## src/rtl/dlcal_pkg.sv

```systemverilog
package dlcal_pkg;
  // configuration word field positions decoded by the delay line
  localparam int SEL_LSB  = 0;
  localparam int UNIT_LSB = 8;

  // register read layout
  localparam int STS_BUSY     = 0;
  localparam int STS_DONE     = 1;
  localparam int STS_ERR      = 2;
  localparam int RES_UNIT_LSB = 0;
  localparam int RES_TAP_LSB  = 8;

  typedef enum logic [1:0] {
    ST_IDLE,
    ST_PROG,
    ST_WAIT,
    ST_NEXT
  } cal_state_e;
endpackage

```

## src/rtl/dlcal_timer.sv

```systemverilog
module dlcal_timer #(
  parameter int CNT_MAX = 125000
) (
  input  logic clk,
  input  logic rst_n,
  input  logic load,
  input  logic tick,
  output logic expired
);
  localparam int CW = $clog2(CNT_MAX + 1);
  localparam logic [CW-1:0] RELOAD = CW'(CNT_MAX - 1);

  logic [CW-1:0] cnt_q, cnt_d;
  logic          cnt_en;

  always_comb begin
    cnt_en = 1'b0;
    cnt_d  = cnt_q;
    if (load) begin
      cnt_en = 1'b1;
      cnt_d  = RELOAD;
    end else if (tick && (cnt_q != '0)) begin
      cnt_en = 1'b1;
      cnt_d  = cnt_q - 1'b1;
    end
  end

  always_ff @(posedge clk or negedge rst_n) begin
    if (!rst_n) begin
      cnt_q <= '0;
    end else if (cnt_en) begin
      cnt_q <= cnt_d;
    end
  end

  assign expired = (cnt_q == '0);
endmodule

```

## src/rtl/dlcal_eval.sv

```systemverilog
module dlcal_eval #(
  parameter int LEN_W   = 12,
  parameter int N_CELLS = 11,
  parameter int TAP_W   = 4
) (
  input  logic [LEN_W-1:0] len,
  output logic             qualify,
  output logic [TAP_W-1:0] top_bit
);
  logic [LEN_W-1:0] over;

  // bits at or above the cell count mark a length too long for the line
  always_comb begin
    over = '0;
    for (int i = N_CELLS; i < LEN_W; i++) begin
      over[i] = len[i];
    end
  end

  assign qualify = (len != '0) && (over == '0);

  always_comb begin
    top_bit = '0;
    for (int i = 0; i < LEN_W; i++) begin
      if (len[i]) top_bit = TAP_W'(i);
    end
  end
endmodule

```

## src/rtl/dlcal_regs.sv

```systemverilog
module dlcal_regs
  import dlcal_pkg::*;
#(
  parameter int UNIT_W = 7,
  parameter int TAP_W  = 4,
  parameter int RD_W   = 16
) (
  input  logic              clk,
  input  logic              rst_n,
  input  logic              reg_wr,
  input  logic              reg_addr,
  input  logic              reg_wdata,
  output logic [RD_W-1:0]   reg_rdata,
  output logic              start_req,
  input  logic              busy,
  input  logic              launch,
  input  logic              succ,
  input  logic              fail,
  input  logic [UNIT_W-1:0] res_unit,
  input  logic [TAP_W-1:0]  res_tap,
  output logic              done_o,
  output logic              err_o
);
  logic              done_q, done_d, err_q, err_d;
  logic [UNIT_W-1:0] unit_q, unit_d;
  logic [TAP_W-1:0]  tap_q, tap_d;
  logic              upd_en;

  assign start_req = reg_wr && (reg_addr == 1'b0) && reg_wdata;

  always_comb begin
    upd_en = launch || succ || fail;
    done_d = done_q;
    err_d  = err_q;
    unit_d = unit_q;
    tap_d  = tap_q;
    if (launch) begin
      done_d = 1'b0;
      err_d  = 1'b0;
      unit_d = '0;
      tap_d  = '0;
    end else if (succ) begin
      done_d = 1'b1;
      unit_d = res_unit;
      tap_d  = res_tap;
    end else if (fail) begin
      err_d  = 1'b1;
    end
  end

  always_ff @(posedge clk or negedge rst_n) begin
    if (!rst_n) begin
      done_q <= 1'b0;
      err_q  <= 1'b0;
      unit_q <= '0;
      tap_q  <= '0;
    end else if (upd_en) begin
      done_q <= done_d;
      err_q  <= err_d;
      unit_q <= unit_d;
      tap_q  <= tap_d;
    end
  end

  always_comb begin
    reg_rdata = '0;
    if (reg_addr == 1'b0) begin
      reg_rdata[STS_BUSY] = busy;
      reg_rdata[STS_DONE] = done_q;
      reg_rdata[STS_ERR]  = err_q;
    end else begin
      reg_rdata[RES_UNIT_LSB +: UNIT_W] = unit_q;
      reg_rdata[RES_TAP_LSB +: TAP_W]   = tap_q;
    end
  end

  assign done_o = done_q;
  assign err_o  = err_q;
endmodule

```

## src/rtl/dly_unit_cal.sv

```systemverilog
module dly_unit_cal
  import dlcal_pkg::*;
#(
  parameter int CLK_MHZ = 125,
  parameter int TMO_US  = 1000,
  parameter int UNIT_W  = 7,
  parameter int SEL_W   = 4,
  parameter int LEN_W   = 12,
  parameter int N_CELLS = 11,
  parameter int CFG_W   = 32,
  parameter int RD_W    = 16
) (
  input  logic             clk,
  input  logic             rst_n,
  input  logic             reg_wr,
  input  logic             reg_addr,
  input  logic             reg_wdata,
  output logic [RD_W-1:0]  reg_rdata,
  output logic             dl_en,
  output logic             dl_smp_en,
  output logic             dl_cfg_wr,
  output logic [CFG_W-1:0] dl_cfg_wdata,
  input  logic [LEN_W-1:0] dl_len,
  input  logic             dl_len_vld
);
  localparam int TMO_CYC = CLK_MHZ * TMO_US;
  localparam int TAP_W   = $clog2(LEN_W);
  localparam logic [SEL_W-1:0]  PROBE_SEL = SEL_W'(N_CELLS + 1);
  localparam logic [UNIT_W-1:0] UNIT_LAST = '1;

  // asynchronous assertion, synchronous release
  logic [1:0] rst_pipe;
  logic       rst_sync_n;

  always_ff @(posedge clk or negedge rst_n) begin
    if (!rst_n) begin
      rst_pipe <= 2'b00;
    end else begin
      rst_pipe <= {rst_pipe[0], 1'b1};
    end
  end
  assign rst_sync_n = rst_pipe[1];

  cal_state_e        state_q, state_d;
  logic [UNIT_W-1:0] unit_q, unit_d;
  logic              unit_en;
  logic              launch, succ, fail;
  logic              tmr_load, tmr_tick, tmr_expired;
  logic              start_req;
  logic              len_ok;
  logic [TAP_W-1:0]  len_top;
  logic              sts_busy, sts_done, sts_err;

  assign sts_busy = (state_q != ST_IDLE);

  dlcal_timer #(
    .CNT_MAX (TMO_CYC)
  ) u_timer (
    .clk     (clk),
    .rst_n   (rst_sync_n),
    .load    (tmr_load),
    .tick    (tmr_tick),
    .expired (tmr_expired)
  );

  dlcal_eval #(
    .LEN_W   (LEN_W),
    .N_CELLS (N_CELLS),
    .TAP_W   (TAP_W)
  ) u_eval (
    .len     (dl_len),
    .qualify (len_ok),
    .top_bit (len_top)
  );

  dlcal_regs #(
    .UNIT_W (UNIT_W),
    .TAP_W  (TAP_W),
    .RD_W   (RD_W)
  ) u_regs (
    .clk       (clk),
    .rst_n     (rst_sync_n),
    .reg_wr    (reg_wr),
    .reg_addr  (reg_addr),
    .reg_wdata (reg_wdata),
    .reg_rdata (reg_rdata),
    .start_req (start_req),
    .busy      (sts_busy),
    .launch    (launch),
    .succ      (succ),
    .fail      (fail),
    .res_unit  (unit_q),
    .res_tap   (len_top),
    .done_o    (sts_done),
    .err_o     (sts_err)
  );

  // next-state logic
  always_comb begin
    state_d  = state_q;
    unit_d   = unit_q;
    unit_en  = 1'b0;
    launch   = 1'b0;
    succ     = 1'b0;
    fail     = 1'b0;
    tmr_load = 1'b0;
    tmr_tick = 1'b0;
    unique case (state_q)
      ST_IDLE: begin
        if (start_req) begin
          launch  = 1'b1;
          unit_en = 1'b1;
          unit_d  = '0;
          state_d = ST_PROG;
        end
      end
      ST_PROG: begin
        tmr_load = 1'b1;
        state_d  = ST_WAIT;
      end
      ST_WAIT: begin
        tmr_tick = 1'b1;
        if (dl_len_vld) begin
          if (len_ok) begin
            succ    = 1'b1;
            state_d = ST_IDLE;
          end else begin
            state_d = ST_NEXT;
          end
        end else if (tmr_expired) begin
          state_d = ST_NEXT;
        end
      end
      ST_NEXT: begin
        if (unit_q == UNIT_LAST) begin
          fail    = 1'b1;
          state_d = ST_IDLE;
        end else begin
          unit_en = 1'b1;
          unit_d  = unit_q + 1'b1;
          state_d = ST_PROG;
        end
      end
      default: state_d = ST_IDLE;
    endcase
  end

  // state registers
  always_ff @(posedge clk or negedge rst_sync_n) begin
    if (!rst_sync_n) begin
      state_q <= ST_IDLE;
    end else begin
      state_q <= state_d;
    end
  end

  always_ff @(posedge clk or negedge rst_sync_n) begin
    if (!rst_sync_n) begin
      unit_q <= '0;
    end else if (unit_en) begin
      unit_q <= unit_d;
    end
  end

  // delay line drive
  assign dl_en     = sts_busy;
  assign dl_smp_en = sts_busy;
  assign dl_cfg_wr = (state_q == ST_PROG);

  always_comb begin
    dl_cfg_wdata = '0;
    dl_cfg_wdata[SEL_LSB +: SEL_W]   = PROBE_SEL;
    dl_cfg_wdata[UNIT_LSB +: UNIT_W] = unit_q;
  end
endmodule

```

## config.mk

```make
export PLATFORM = sky130hd
export DESIGN_NAME = dly_unit_cal
export DESIGN_NICKNAME = d
export VERILOG_FILES = /design/src/rtl/dlcal_pkg.sv /design/src/rtl/dlcal_timer.sv /design/src/rtl/dlcal_eval.sv /design/src/rtl/dlcal_regs.sv /design/src/rtl/dly_unit_cal.sv
export SDC_FILE = /design/constraint.sdc
export NUM_CORES = 1
export LEC_CHECK = 0
export CORE_MARGIN = 2
export CORE_UTILIZATION = 35
export DETAILED_ROUTE_END_ITERATION = 8
export GPL_TIMING_DRIVEN = 0
export PLACE_DENSITY_LB_ADDON = 0.1
export SLEW_MARGIN = 20
export SYNTH_ARGS = -nofsm -noshare
export SYNTH_HDL_FRONTEND = slang
export SYNTH_SLANG_ARGS = --single-unit
```

## constraint.sdc

```tcl
create_clock -name clk -period 2 [get_ports clk]
set_clock_uncertainty 0.2 [all_clocks]
set_input_delay 0.4 -clock clk [delete_from_list [all_inputs] [get_ports clk]]
set_output_delay 0.4 -clock clk [all_outputs]
set_load 0.1 [all_outputs]
```

==> flow_summary.yaml <==
sta:
  slew_headroom_pct: 63.54
  rsz0062_at_grt: "yes"
  min_period_ns: 2.295
  timing.fmax_mhz: 435.7
  layout_setup_ws_ns: -0.2951
  setup_violations: 24
  tightest_slew_ns: 0.5495
  fin_hold_ws_ns: 0.04048
  drv_slew: 0
  hold_viol: 0
  fin_crit_sh_pct: 114.8
  setup_tns_ns: -3.890
clocking:
  clock_tree.buffer_depth: 2
  htree_levels: 2
  insertion_delay_ns: 0.30
  cts_root_buffer: "clkbuf_8"
  numCtsBuffers: 5
  clkTransAtPathRegs_ns: 0.09
  clock_sinks: 41
  cts_tree: "built"
synth:
  syn_area_per_cell_um2: 9.321
  yosys_most_used_dff: "dfrtp_1"
  synth_seq_cells: 41
  synth_warnings: 0
  ys_seq_area_share_pct: 39.59
  synth_area_leaders: "dfrtp_1 (40%), buf_4 (9.0%), mux2i_1 (5.0%), nor2_1 (3.5%), ha_1 (3.4%)"
  synth.largest_area_cell: "dfrtp_1"
  netlist_area_mm2: 0.002591
  synth.distinct_cells: 50
  synth_edf_count: 0
  ys_async_sr_fraction_pct: 100.0
  yosys.area.top_type_share_pct: 39.59
  netlist_instances: 278
  synth.most_common_cell: "dfrtp_1"
  synth_common_cells: "dfrtp_1 (41), buf_4 (31), nor2_1 (24), a21oi_1 (17), inv_1 (14)"
placement:
  numPlacedInstances: 445
  gp_congestion: 0.8292
  port-buffer-count: 38
  detailed_place_hpwl_mm: 4.411
cells_and_area:
  num-fill-cells: 670
  syn_to_final_growth_pct: 52.53
  insertedDiodeCount: 0
  drive_gt1_share_pct: 44.25
  register_area_mm2: 0.001042
  finalNetCount: 415
  stdcell_count: 490
  multi_input_area_mm2: 0.001590
setup_path:
  crit_required_ns: 2.03
  worst_setup_path_start_kind: "flip-flop"
  worstPathCellList: "inv_2 > ha_4 > or4b_1 > or4_4 > or3_1 > a21oi_1"
  max_stage_delay_ns: 0.49
  worstPathMaxFanout: 5
  cp_top_family: "simple AND/OR/NAND/NOR gates"
  r2r_slack_ns: -0.30
  end_kind: "flip-flop"
  cp_num_buf_inv: 1
  crit_type: "reg -> reg"
  crit_start: "state_q[0]$_DFFE_PN0P_"
  regToRegStartpoint: "state_q[0]$_DFFE_PN0P_"
  critPathSlowestCell: "or4_4"
  critPathArrivalTime_ns: 2.32
flow_run:
  maxCapViolCount: 0
detailed_routing:
  vias: 2325
  routed_via_density: 4.745
  routed_wl_mm: 6.668
  dr.pass1.iters: 4
  wl_per_cell_um: 13.61
  drc: 0
  ant_nets: 0
  drtIter0Drc: 100
power_and_ir_drop:
  powerDensity_mw_per_mm2: 1183
  p_total_mw: 4.675
  vdd_drop_max_mv: 1.279
  p_leak_nw: 1.694
global_route:
  grt_overflow: 0
  antenna_found_initial: 0
  grt_start_max_net_pins: 31
  grt_pass1_vias: 2237
  grt_pass1_wl_mm: 11.03
  grt_usage_pct: 16.41
min_path:
  hp-class: "reg -> async"
floorplan:
  die_height_um: 90.05
  initial_core_util_pct: 35.92
  ios: 69
  die_w_um: 90.05
  rows: 31
  fp.coreArea_mm2: 0.007214
  dieArea_mm2: 0.008108
run_status:
  status: "finished with violations"
  violations: "setup timing"
[through the flow]
step	instance area, um2	setup WS [ns]	util (%)
floorplan	2829	-0.2536	-
global placement	3333	-1.392	46.20
detailed placement	3354	-1.394	46.50
CTS	3752	-0.3100	52.01
global route	3953	-0.3688	54.79
finish	3953	-0.2951	54.79
[layout make-up]
type	instances	share of cell area (%)
Sequential cell	41	26.37
Clock buffer	6	2.089
Multi-Input combinational cell	213	40.23
Buffer	38	7.819
Clock inverter	2	0.9497
Inverter	14	1.488
Timing Repair Buffer	77	17.92
Tap cell	99	3.134
[metal layers]
metal,global-route usage [%],vias to the layer above,share of wire [%]
met5,0,-,0
met4,4.231,0,0.60
met3,3.101,4,3.3
met2,27.94,52,51
met1,21.49,1114,45
li1,-,1155,-
[report_power, final]
group	internal, mW	switching (mW)	total [mW]
logic	0.956	1.85	2.81
registers	0.999	0.143	1.14
clock network	0.407	0.320	0.727
total	2.36	2.31	4.68
[flip-flops by register name, summed over array words and instances, names as in the netlist]
name	flops
rst_pipe	2
state_q	2
u_regs.done_o	1
u_regs.err_o	1
u_regs.tap_q	4
u_regs.unit_q	7
u_timer.cnt_q	17
unit_q	7
[layout by cell type (no fill, tap or decap), types with 4 or more instances in the layout]
cell              n
or4_1             4
and2_1            8
o21ai_0           5
clkbuf_8          7
or4_4             8
nand2_1          12
nor2_1           23
o31ai_1           4
o21ai_1           4
clkdlybuf4s15_1   4
inv_1             9
or3_1             6
dfrtp_2           7
nor4_1            4
nor2b_1           9
clkdlybuf4s50_1   4
buf_12            5
a21oi_1          13
clkdlybuf4s15_2   7
buf_4            68
buf_2             7
mux2i_1          13
conb_1           31
buf_6            14
ha_4              4
dfrtp_1          32
[timing repair]
action | 4_1_cts | 5_1_grt
setup buffers | 24 | 13
resized for setup | 179 | 26
hold buffers | 1 | 0
gates cloned | 1 | 0
pin swaps | 13 | 12
endpoints found under the setup margin | 58 | 32
endpoints found under the hold margin | 9 | 0
[cells by family (layout without fill, tap and decap cells)]
| family | count (synthesis) | in the layout | synth area share (%) |
|---|---|---|---|
| AOI/OAI and AO/OA | 53 | 53 | 13.71 |
| xor gates and xnor gates | 2 | 2 | 0.6761 |
| adders and majority gates | 7 | 7 | 3.380 |
| buffers and inverters | 54 | 137 | 12.75 |
| DFF | 41 | 41 | 39.59 |
| muxes | 16 | 16 | 6.325 |
| other | 2 | 31 | 0.2898 |
| and+or+nand+nor | 103 | 104 | 23.27 |
[final timing paths]
path,endpoint,cells past startpoint
worst max-delay path,u_timer.cnt_q[9]$_DFFE_PN0P_,6
worst min-delay path,u_timer.cnt_q[7]$_DFFE_PN0P_,1
worst max register to register,u_timer.cnt_q[9]$_DFFE_PN0P_,6
worst min register to register,u_timer.cnt_q[7]$_DFFE_PN0P_,1
max in group asynchronous,u_timer.cnt_q[9]$_DFFE_PN0P_,1
min in group clk,rst_pipe[1]$_DFF_PN0_,0
No activity file was read; power rests on OpenSTA's default activity.
